[src/rtl/rsg_pkg.sv]
package rsg_pkg;
   typedef logic [5:0] sw_t;
   localparam int SW_AP = 0;
   localparam int SW_BP = 1;
   localparam int SW_CP = 2;
   localparam int SW_AN = 3;
   localparam int SW_BN = 4;
   localparam int SW_CN = 5;

   function automatic sw_t one_sw(input int idx);
      sw_t v;
      v = '0;
      v[idx] = 1'b1;
      return v;
   endfunction
endpackage

[src/rtl/rsg_period_timer.sv]
module rsg_period_timer #(
   parameter int PERIOD_CYC = 1250,
   parameter int CW = 11
) (
   input  logic          clk,
   input  logic          rst_n,
   output logic [CW-1:0] cnt,
   output logic          last
);
   localparam logic [CW-1:0] LAST_V = CW'(PERIOD_CYC - 1);

   assign last = (cnt == LAST_V);

   always_ff @(posedge clk or negedge rst_n) begin
      if (!rst_n)    cnt <= '0;
      else if (last) cnt <= '0;
      else           cnt <= cnt + 1'b1;
   end
endmodule

[src/rtl/rsg_duty_latch.sv]
module rsg_duty_latch #(
   parameter int PERIOD_CYC = 1250,
   parameter int CW = 11,
   parameter int DX_W = 16
) (
   input  logic            clk,
   input  logic            rst_n,
   input  logic            load,
   input  logic [2:0]      sector_in,
   input  logic [DX_W-1:0] dx_in,
   output logic [2:0]      sector_q,
   output logic [CW-1:0]   first_len_q,
   output logic            armed_q
);
   localparam int PW = DX_W + CW;
   localparam logic [PW-1:0] PERIOD_V = PW'(PERIOD_CYC);

   logic [PW-1:0] prod;
   assign prod = PW'(dx_in) * PERIOD_V;

   always_ff @(posedge clk or negedge rst_n) begin
      if (!rst_n) begin
         sector_q    <= '0;
         first_len_q <= '0;
         armed_q     <= 1'b0;
      end else if (load) begin
         sector_q    <= sector_in;
         first_len_q <= prod[PW-1:DX_W];
         armed_q     <= 1'b1;
      end
   end
endmodule

[src/rtl/rsg_sector_map.sv]
module rsg_sector_map
   import rsg_pkg::*;
(
   input  logic [2:0] sector,
   output logic       ok,
   output sw_t        hold_sw,
   output sw_t        first_sw,
   output sw_t        second_sw
);
   always_comb begin
      ok        = 1'b1;
      hold_sw   = '0;
      first_sw  = '0;
      second_sw = '0;
      unique case (sector)
         3'd1: begin hold_sw = one_sw(SW_AP); first_sw = one_sw(SW_BN); second_sw = one_sw(SW_CN); end
         3'd2: begin hold_sw = one_sw(SW_CN); first_sw = one_sw(SW_BP); second_sw = one_sw(SW_AP); end
         3'd3: begin hold_sw = one_sw(SW_BP); first_sw = one_sw(SW_CN); second_sw = one_sw(SW_AN); end
         3'd4: begin hold_sw = one_sw(SW_AN); first_sw = one_sw(SW_CP); second_sw = one_sw(SW_BP); end
         3'd5: begin hold_sw = one_sw(SW_CP); first_sw = one_sw(SW_AN); second_sw = one_sw(SW_BN); end
         3'd6: begin hold_sw = one_sw(SW_BN); first_sw = one_sw(SW_CP); second_sw = one_sw(SW_AP); end
         default: ok = 1'b0;
      endcase
   end
endmodule

[src/rtl/rect_sector_gate.sv]
module rect_sector_gate
   import rsg_pkg::*;
#(
   parameter int CLK_HZ    = 125_000_000,
   parameter int SAMPLE_HZ = 100_000,
   parameter int DX_W      = 16
) (
   input  logic            clk,
   input  logic            rst_n,
   input  logic [2:0]      sector,
   input  logic [DX_W-1:0] dx,
   output logic [5:0]      gate_upper,
   output logic [5:0]      gate_lower,
   output logic            dy_phase,
   output logic            sector_fault
);
   localparam int PERIOD_CYC = CLK_HZ / SAMPLE_HZ;
   localparam int CNT_W      = $clog2(PERIOD_CYC);
   localparam int N_BRIDGE   = 2;

   generate
      if (PERIOD_CYC < 2) begin : g_bad_period
         $error("rect_sector_gate: period must span at least two clocks");
      end
      if (DX_W < 2) begin : g_bad_dx
         $error("rect_sector_gate: duty width too small");
      end
   endgenerate

   logic [CNT_W-1:0] cnt;
   logic             last;
   logic [2:0]       sec_q;
   logic [CNT_W-1:0] first_len;
   logic             armed;
   logic             map_ok;
   sw_t              hold_sw, first_sw, second_sw;
   sw_t              gate_w;
   logic             active, in_second;

   rsg_period_timer #(.PERIOD_CYC(PERIOD_CYC), .CW(CNT_W)) u_tmr (
      .clk(clk), .rst_n(rst_n), .cnt(cnt), .last(last)
   );

   rsg_duty_latch #(.PERIOD_CYC(PERIOD_CYC), .CW(CNT_W), .DX_W(DX_W)) u_lat (
      .clk(clk), .rst_n(rst_n), .load(last), .sector_in(sector), .dx_in(dx),
      .sector_q(sec_q), .first_len_q(first_len), .armed_q(armed)
   );

   rsg_sector_map u_map (
      .sector(sec_q), .ok(map_ok), .hold_sw(hold_sw),
      .first_sw(first_sw), .second_sw(second_sw)
   );

   assign active       = armed & map_ok;
   assign sector_fault = armed & ~map_ok;
   assign in_second    = (cnt >= first_len);
   assign dy_phase     = active & in_second;

   generate
      for (genvar i = 0; i < 6; i++) begin : g_sw
         assign gate_w[i] = active & (hold_sw[i] | (in_second ? second_sw[i] : first_sw[i]));
      end
      for (genvar m = 0; m < N_BRIDGE; m++) begin : g_bridge
         if (m == 0) begin : g_up
            assign gate_upper = gate_w;
         end else begin : g_lo
            assign gate_lower = gate_w;
         end
      end
   endgenerate
endmodule

[config.mk]
export PLATFORM = sky130hd
export DESIGN_NAME = rect_sector_gate
export DESIGN_NICKNAME = d
export VERILOG_FILES = /design/src/rtl/rsg_pkg.sv /design/src/rtl/rsg_period_timer.sv /design/src/rtl/rsg_duty_latch.sv /design/src/rtl/rsg_sector_map.sv /design/src/rtl/rect_sector_gate.sv
export SDC_FILE = /design/constraint.sdc
export NUM_CORES = 1
export LEC_CHECK = 0
export BUFFER_PORTS_ARGS = -buffer_cell sky130_fd_sc_hd__buf_2
export CAP_MARGIN = 20
export CORE_UTILIZATION = 55
export DETAILED_ROUTE_END_ITERATION = 12
export PLACE_DENSITY = 0.78
export SYNTH_ARGS = -nofsm -noshare
export SYNTH_HDL_FRONTEND = slang
export SYNTH_SLANG_ARGS = --single-unit
[constraint.sdc]
create_clock -name clk -period 2.6 [get_ports clk]
set_input_delay 0.13 -clock clk [delete_from_list [all_inputs] [get_ports clk]]
set_output_delay 0.13 -clock clk [all_outputs]
set_load 0.005 [all_outputs]
## Word-level counts from Yosys, hierarchy flattened

Index checks and enable logic that the tools add are counted.

| cells by class | value |
|---|---|
| bitwise logic cells | 16 |
| multiply operators | 1 |
| multiplexer cells | 11 |
| reductions and logical operators | 3 |
| order comparisons | 1 |
| equality and inequality tests | 7 |
| $add $sub $neg | 1 |

Operators by type and width:

| cell | number |
|---|---|
| $pmux 6 s5 | 2 |
| $pmux 6 s6 | 1 |
| $mul 16x10->26 const B | 1 |
| $add 11x1->11 const B | 1 |
| $eq 11x11->1 const B | 1 |
| $ge 11x11->1 | 1 |
| $mux 11 | 1 |
| $and 1x1->1 | 9 |
| $eq 3x3->1 const B | 3 |
| $mux 1 | 7 |
| $eq 3x2->1 const B | 2 |
| $or 1x1->1 | 6 |
| $reduce_or 6->1 | 1 |
| $reduce_or 2->1 | 2 |
| $eq 3x1->1 const B | 1 |
| $not 1->1 | 1 |

| word-level totals | value |
|---|---|
| logic and storage cells | 44 |
| input bits | 21 |
| output and inout port bits | 14 |
| register bits | 26 |

## Logic depth before layout (Yosys ltp)

| depth | value |
|---|---|
| depth after elaboration | 6 |
| depth in mapped cells | 19 |
| depth with buffers taken out | 19 |

## By module

Synthesis repeated with hierarchy kept, for this count alone.

| second synthesis, totals | value |
|---|---|
| cells, all modules | 501 |
| area, all modules | 4316.6 um2 |

Modules (own cells, without submodules):

| module | cells each | instances | area an instance (um2) | sequential area each (um2) |
|---|---|---|---|---|
| rsg_duty_latch | 340 | 1 | 3044.2 | 375.4 |
| rect_sector_gate | 89 | 1 | 570.5 | 0.0 |
| rsg_period_timer | 48 | 1 | 534.3 | 275.3 |
| rsg_sector_map | 24 | 1 | 167.7 | 0.0 |

## Worst setup path after synthesis

OpenSTA, ideal clock, no wires.

| path | value |
|---|---|
| kind | input port to flip-flop |
| start | input dx[9] |
| end | register u_lat.first_len_q[10] |
| slack | -1.576 ns |
| data required time | 2.469 ns |
| arrival | 4.045 ns |
| cell stages on the path | 17 |
| setup time | 0.131 ns |
| buffers on the path | 0 |
| cells stage by stage | inv_1 -> fa_1 -> inv_1 -> ha_1 -> fa_1 -> ha_1 -> inv_1 -> fa_1 -> inv_1 -> ha_1 -> a21oi_2 -> nand3_1 -> a211oi_2 -> nor3b_2 -> a211oi_2 -> nor4b_1 -> or3_1 |

| on the way | value |
|---|---|
| word-level cells in the longest chain between the ends | 1 |

Ends and longest elaborated chain:

| element | RTL line | source |
|---|---|---|
| start: declaration | rect_sector_gate.sv:11 | `input logic [DX_W-1:0] dx,` |
| $mul 16x10->26 | rsg_duty_latch.sv:19 | `assign prod = PW'(dx_in) * PERIOD_V;` |
| end signal: assignment | rsg_duty_latch.sv:28 | `first_len_q <= prod[PW-1:DX_W];` |
| end: declaration | rsg_duty_latch.sv:12 | `output logic [CW-1:0] first_len_q,` |

No other way between the ends.
A chain may end at the register's enable or synchronous reset.

## Worst setup path in the final report

| path | value |
|---|---|
| start | input dx[5] |
| end | register u_lat.first_len_q[9] |

Same word-level chain as after synthesis.

==> results.sh <==
export IMPL_outcome="finished, violations left"
export IMPL_violations="negative setup slack"
export IMPL_slowest_stage="fa_1"
export IMPL_switchingPower_uw=2300
export IMPL_ys_warn_count=0
export IMPL_fmax_ghz=0.238
export IMPL_ys_async_sr_fraction_pct=100
export IMPL_rows=30
export IMPL_grt_max_degree=27
export IMPL_clkTransAtPathRegs_ns=0.08
export IMPL_ys_ff_latch=26
export IMPL_die_w_um=86.6
export IMPL_hold_viol_final=0
export IMPL_cp_start_kind="input port"
export IMPL_p_seq_share_pct=8.5
export IMPL_critPathBufInv=9
export IMPL_setup_viol=11
export IMPL_ys_flop_type="dfrtp_1"
export IMPL_drt_iter0_drc=222
export IMPL_drive_gt1_share_pct=35.0
export IMPL_fin_tns_setup_ns=-15.48
export IMPL_slowest_delay_ns=0.54
export IMPL_fin_worst_skew_ns=0.00547
export IMPL_dp_hpwl_um=7310
export IMPL_crit_type="in -> reg"
export IMPL_antenna_found_initial=0
export IMPL_top_usage_layer="met2"
export IMPL_final_cells=650
export IMPL_wl_per_cell_um=17.4
export IMPL_io_pins=35
export IMPL_met3_usage_pct=3.24
export IMPL_drv_slew=0
export IMPL_pwr_density_cell_nw_per_um2=911
export IMPL_synth_edf_count=0
export IMPL_arrival_ns=4.35
export IMPL_grt_met1_usage_pct=34.1
export IMPL_grt_first_pass_wirelength_um=16400
export IMPL_nFillCells=413
export IMPL_gr_usage_all_layers_pct=28.5
export IMPL_min_period_ns=4.20
export IMPL_num_vias=3637
export IMPL_insertion_delay_ns=0.27
export IMPL_ir_drop_uv=642
export IMPL_antennaDiodeCount=0
export IMPL_cap_violations=0
export IMPL_finalWirelength_um=11300
export IMPL_cts_sinks=26
export IMPL_cp_top_family="adder cells"
export IMPL_hold_class="in -> reg"
export IMPL_gp_congestion=0.861
export IMPL_ant_nets=0
export IMPL_pwr_share_comb_pct=86.2
export IMPL_worstPathRequired_ns=2.75
export IMPL_cp_cell_sequence="buf_8, clkinvlp_4, buf_6, fa_1, inv_1, ha_2, inv_2, fa_1, inv_2, ha_4, inv_2, fa_1, inv_1, ha_4, a21oi_2, nand3_2, a211oi_4, nor3b_2, a211oi_2, buf_4, xor2_1, o21ai_1"
export IMPL_nNetsFinal=691
export IMPL_cts_tree="done"
export IMPL_slew_headroom_pct=62.3
export IMPL_final_util_pct=77.3
export IMPL_dr_pass1_iters=5
export IMPL_setup_slack_ns=-1.60
export IMPL_die_area_sq_um=7500
export IMPL_clockRootBuffer="clkbuf_8"
export IMPL_use_met2_pct=52.6
export IMPL_dp_cells=633
export IMPL_numCtsBuffers=3
export IMPL_yosysSeqAreaShare_pct=16.5
export IMPL_vias_per_cell=5.60
export IMPL_sw_frac_of_total_pct=47.5
export IMPL_port_buffers=34
export IMPL_rsz0062_at_grt="yes"
export IMPL_initial_utilization_pct=57.3
export IMPL_die_h_um=86.6
export IMPL_grt_overflow_total=0
export IMPL_leakage_uw=0.00287
export IMPL_cp_max_fo=4
export IMPL_h_tree_depth=1
export IMPL_first_global_vias=3621
export IMPL_timing_final_crit_share_pct=161
export IMPL_clock_path_buffers=2
export IMPL_netlist_instances=447
export IMPL_power_internal_uw=2540
export IMPL_route_detailed_drc=0
export IMPL_area_growth_synth_to_final_pct=34.9
export IMPL_end_kind="flip-flop"
export IMPL_synth_nets=583
export IMPL_avgSynthCellArea_sq_um=8.81
export IMPL_synthDistinctLibCells=45
export IMPL_worst_pin_slew_ns=0.566
export IMPL_holdWs_ns=0.0671
export IMPL_clkPwrFrac_pct=5.3
export IMPL_coreArea_sq_um=6870
export IMPL_pre_cts_slack_ns=-1.75
export IMPL_synth_area_sq_um=3940
-- metal layers --
layer	routed length, um	vias up
li1	-	1661
met1	4330	1742
met2	5860	174
met3	558	60
met4	588	0
met5	0	-
-- stage by stage --
| stage | instance area (sq um) | total power, uW |
|---|---|---|
| floorplan | 4090 | 2270 |
| global route | 5310 | 5130 |
| CTS | 5070 | 4120 |
| detailed placement | 4810 | 3430 |
| finish | 5310 | 4840 |
| global placement | 4810 | 3310 |
-- cells by family (layout without fill, tap and decap cells) --
family / Yosys count / in the layout / synth area share (%)
adder cells (fa/ha/maj): 115 / 115 / 43.0
flip-flops: 26 / 26 / 16.5
multiplexers: 3 / 3 / 0.763
buffers and inverters: 124 / 231 / 12.4
XOR/XNOR: 16 / 16 / 3.56
AO/OA/AOI/OAI: 66 / 66 / 10.9
AND/OR/NAND/NOR: 97 / 97 / 12.8
-- synthesized netlist by cell type (all sizes together) (3+ instances only) --
cell type  instances  share of area [%]
inv              113                 11
ha                81                 26
nand2             38                3.6
fa                34                 17
dfrtp             26                 17
o21ai             21                2.7
a21oi             20                2.7
nor2              14                1.3
nand3              9                1.1
xnor2              9                2.0
xor2               7                1.6
buf                6                1.1
a211oi             5                1.2
and3               5               0.79
clkbuf             5               0.48
nor4b              5                1.1
a21o               4               0.76
nand2b             4               0.64
nand4              4               0.64
and4               3               0.67
mux2i              3               0.76
nor2b              3               0.48
nor3b              3               0.70
-- power groups by stage --
stage               combinational (uW)  sequential (uW)  clock [uW]
finish                            4170              410         257
global route                      4440              410         278
CTS                               3450              409         260
detailed placement                3010              418           0
global placement                  2890              417           0
floorplan                         1850              416           0
-- state kept, by name, summed over array words and instances (netlist names) --
| register | cells |
|---|---|
| u_lat.armed_q | 1 |
| u_lat.sector_q | 3 |
| u_lat.first_len_q | 11 |
| u_tmr.cnt | 11 |
-- worst min-delay path, delay by kind of cell --
kind / cells / cell delay (ns)
buffers and inverters: 1 / 0.08
and+or+nand+nor: 2 / 0.09
-- cell type report --
class                      instances  area [sq um]  area share, %
inverter                         113           442           8.31
timing repair buffer             114           823           15.5
tap                               96           120           2.26
clock buffer                       4          55.1           1.04
sequential                        26           652           12.3
multi-input combinational        297          3220           60.6
-- timing repair --
item | CTS | global route
setup endpoints to repair | 17 | 22
pin swaps | 35 | 43
gates resized for setup | 39 | 42
hold endpoints to repair | 26 | 0
hold buffers | 1 | 0
setup buffers | 6 | 8
-- cells in the final DEF (no fill, tap or decap), types with 3 or more instances in the layout --
cell | Yosys | layout
a21o_1 | 4 | 4
o21ai_1 | 4 | 9
o21ai_0 | 17 | 10
a21oi_2 | 2 | 6
inv_2 | 0 | 16
a21oi_4 | 0 | 3
clkinvlp_4 | 0 | 4
fa_1 | 34 | 34
xor2_1 | 7 | 6
buf_6 | 0 | 6
nand2b_1 | 4 | 3
nor4b_1 | 5 | 3
clkbuf_8 | 0 | 4
dfrtp_1 | 26 | 25
a21oi_1 | 18 | 11
and4_1 | 3 | 3
ha_1 | 81 | 65
buf_4 | 6 | 76
nor2_1 | 14 | 12
nand4_1 | 4 | 4
nand3_1 | 9 | 8
nand2_1 | 38 | 37
xnor2_1 | 9 | 6
ha_4 | 0 | 14
mux2i_1 | 3 | 3
and3_1 | 5 | 4
buf_2 | 0 | 29
inv_1 | 113 | 92
-- path summary, 6_finish.rpt --
check                                      from                     to  slack, ns  depth (start not counted)
max                                       dx[5]   u_lat.first_len_q[9]      -1.60                         22
min                                   sector[0]      u_lat.sector_q[0]       0.07                          3
max reg2reg                        u_tmr.cnt[4]  u_lat.first_len_q[10]       0.40                          6
min reg2reg                u_lat.first_len_q[5]   u_lat.first_len_q[5]       0.50                          2
max in group asynchronous                 rst_n           u_tmr.cnt[4]       1.82                          2
min in group asynchronous                 rst_n           u_tmr.cnt[3]       0.38                          2
Power figures use the tool's default switching activity.
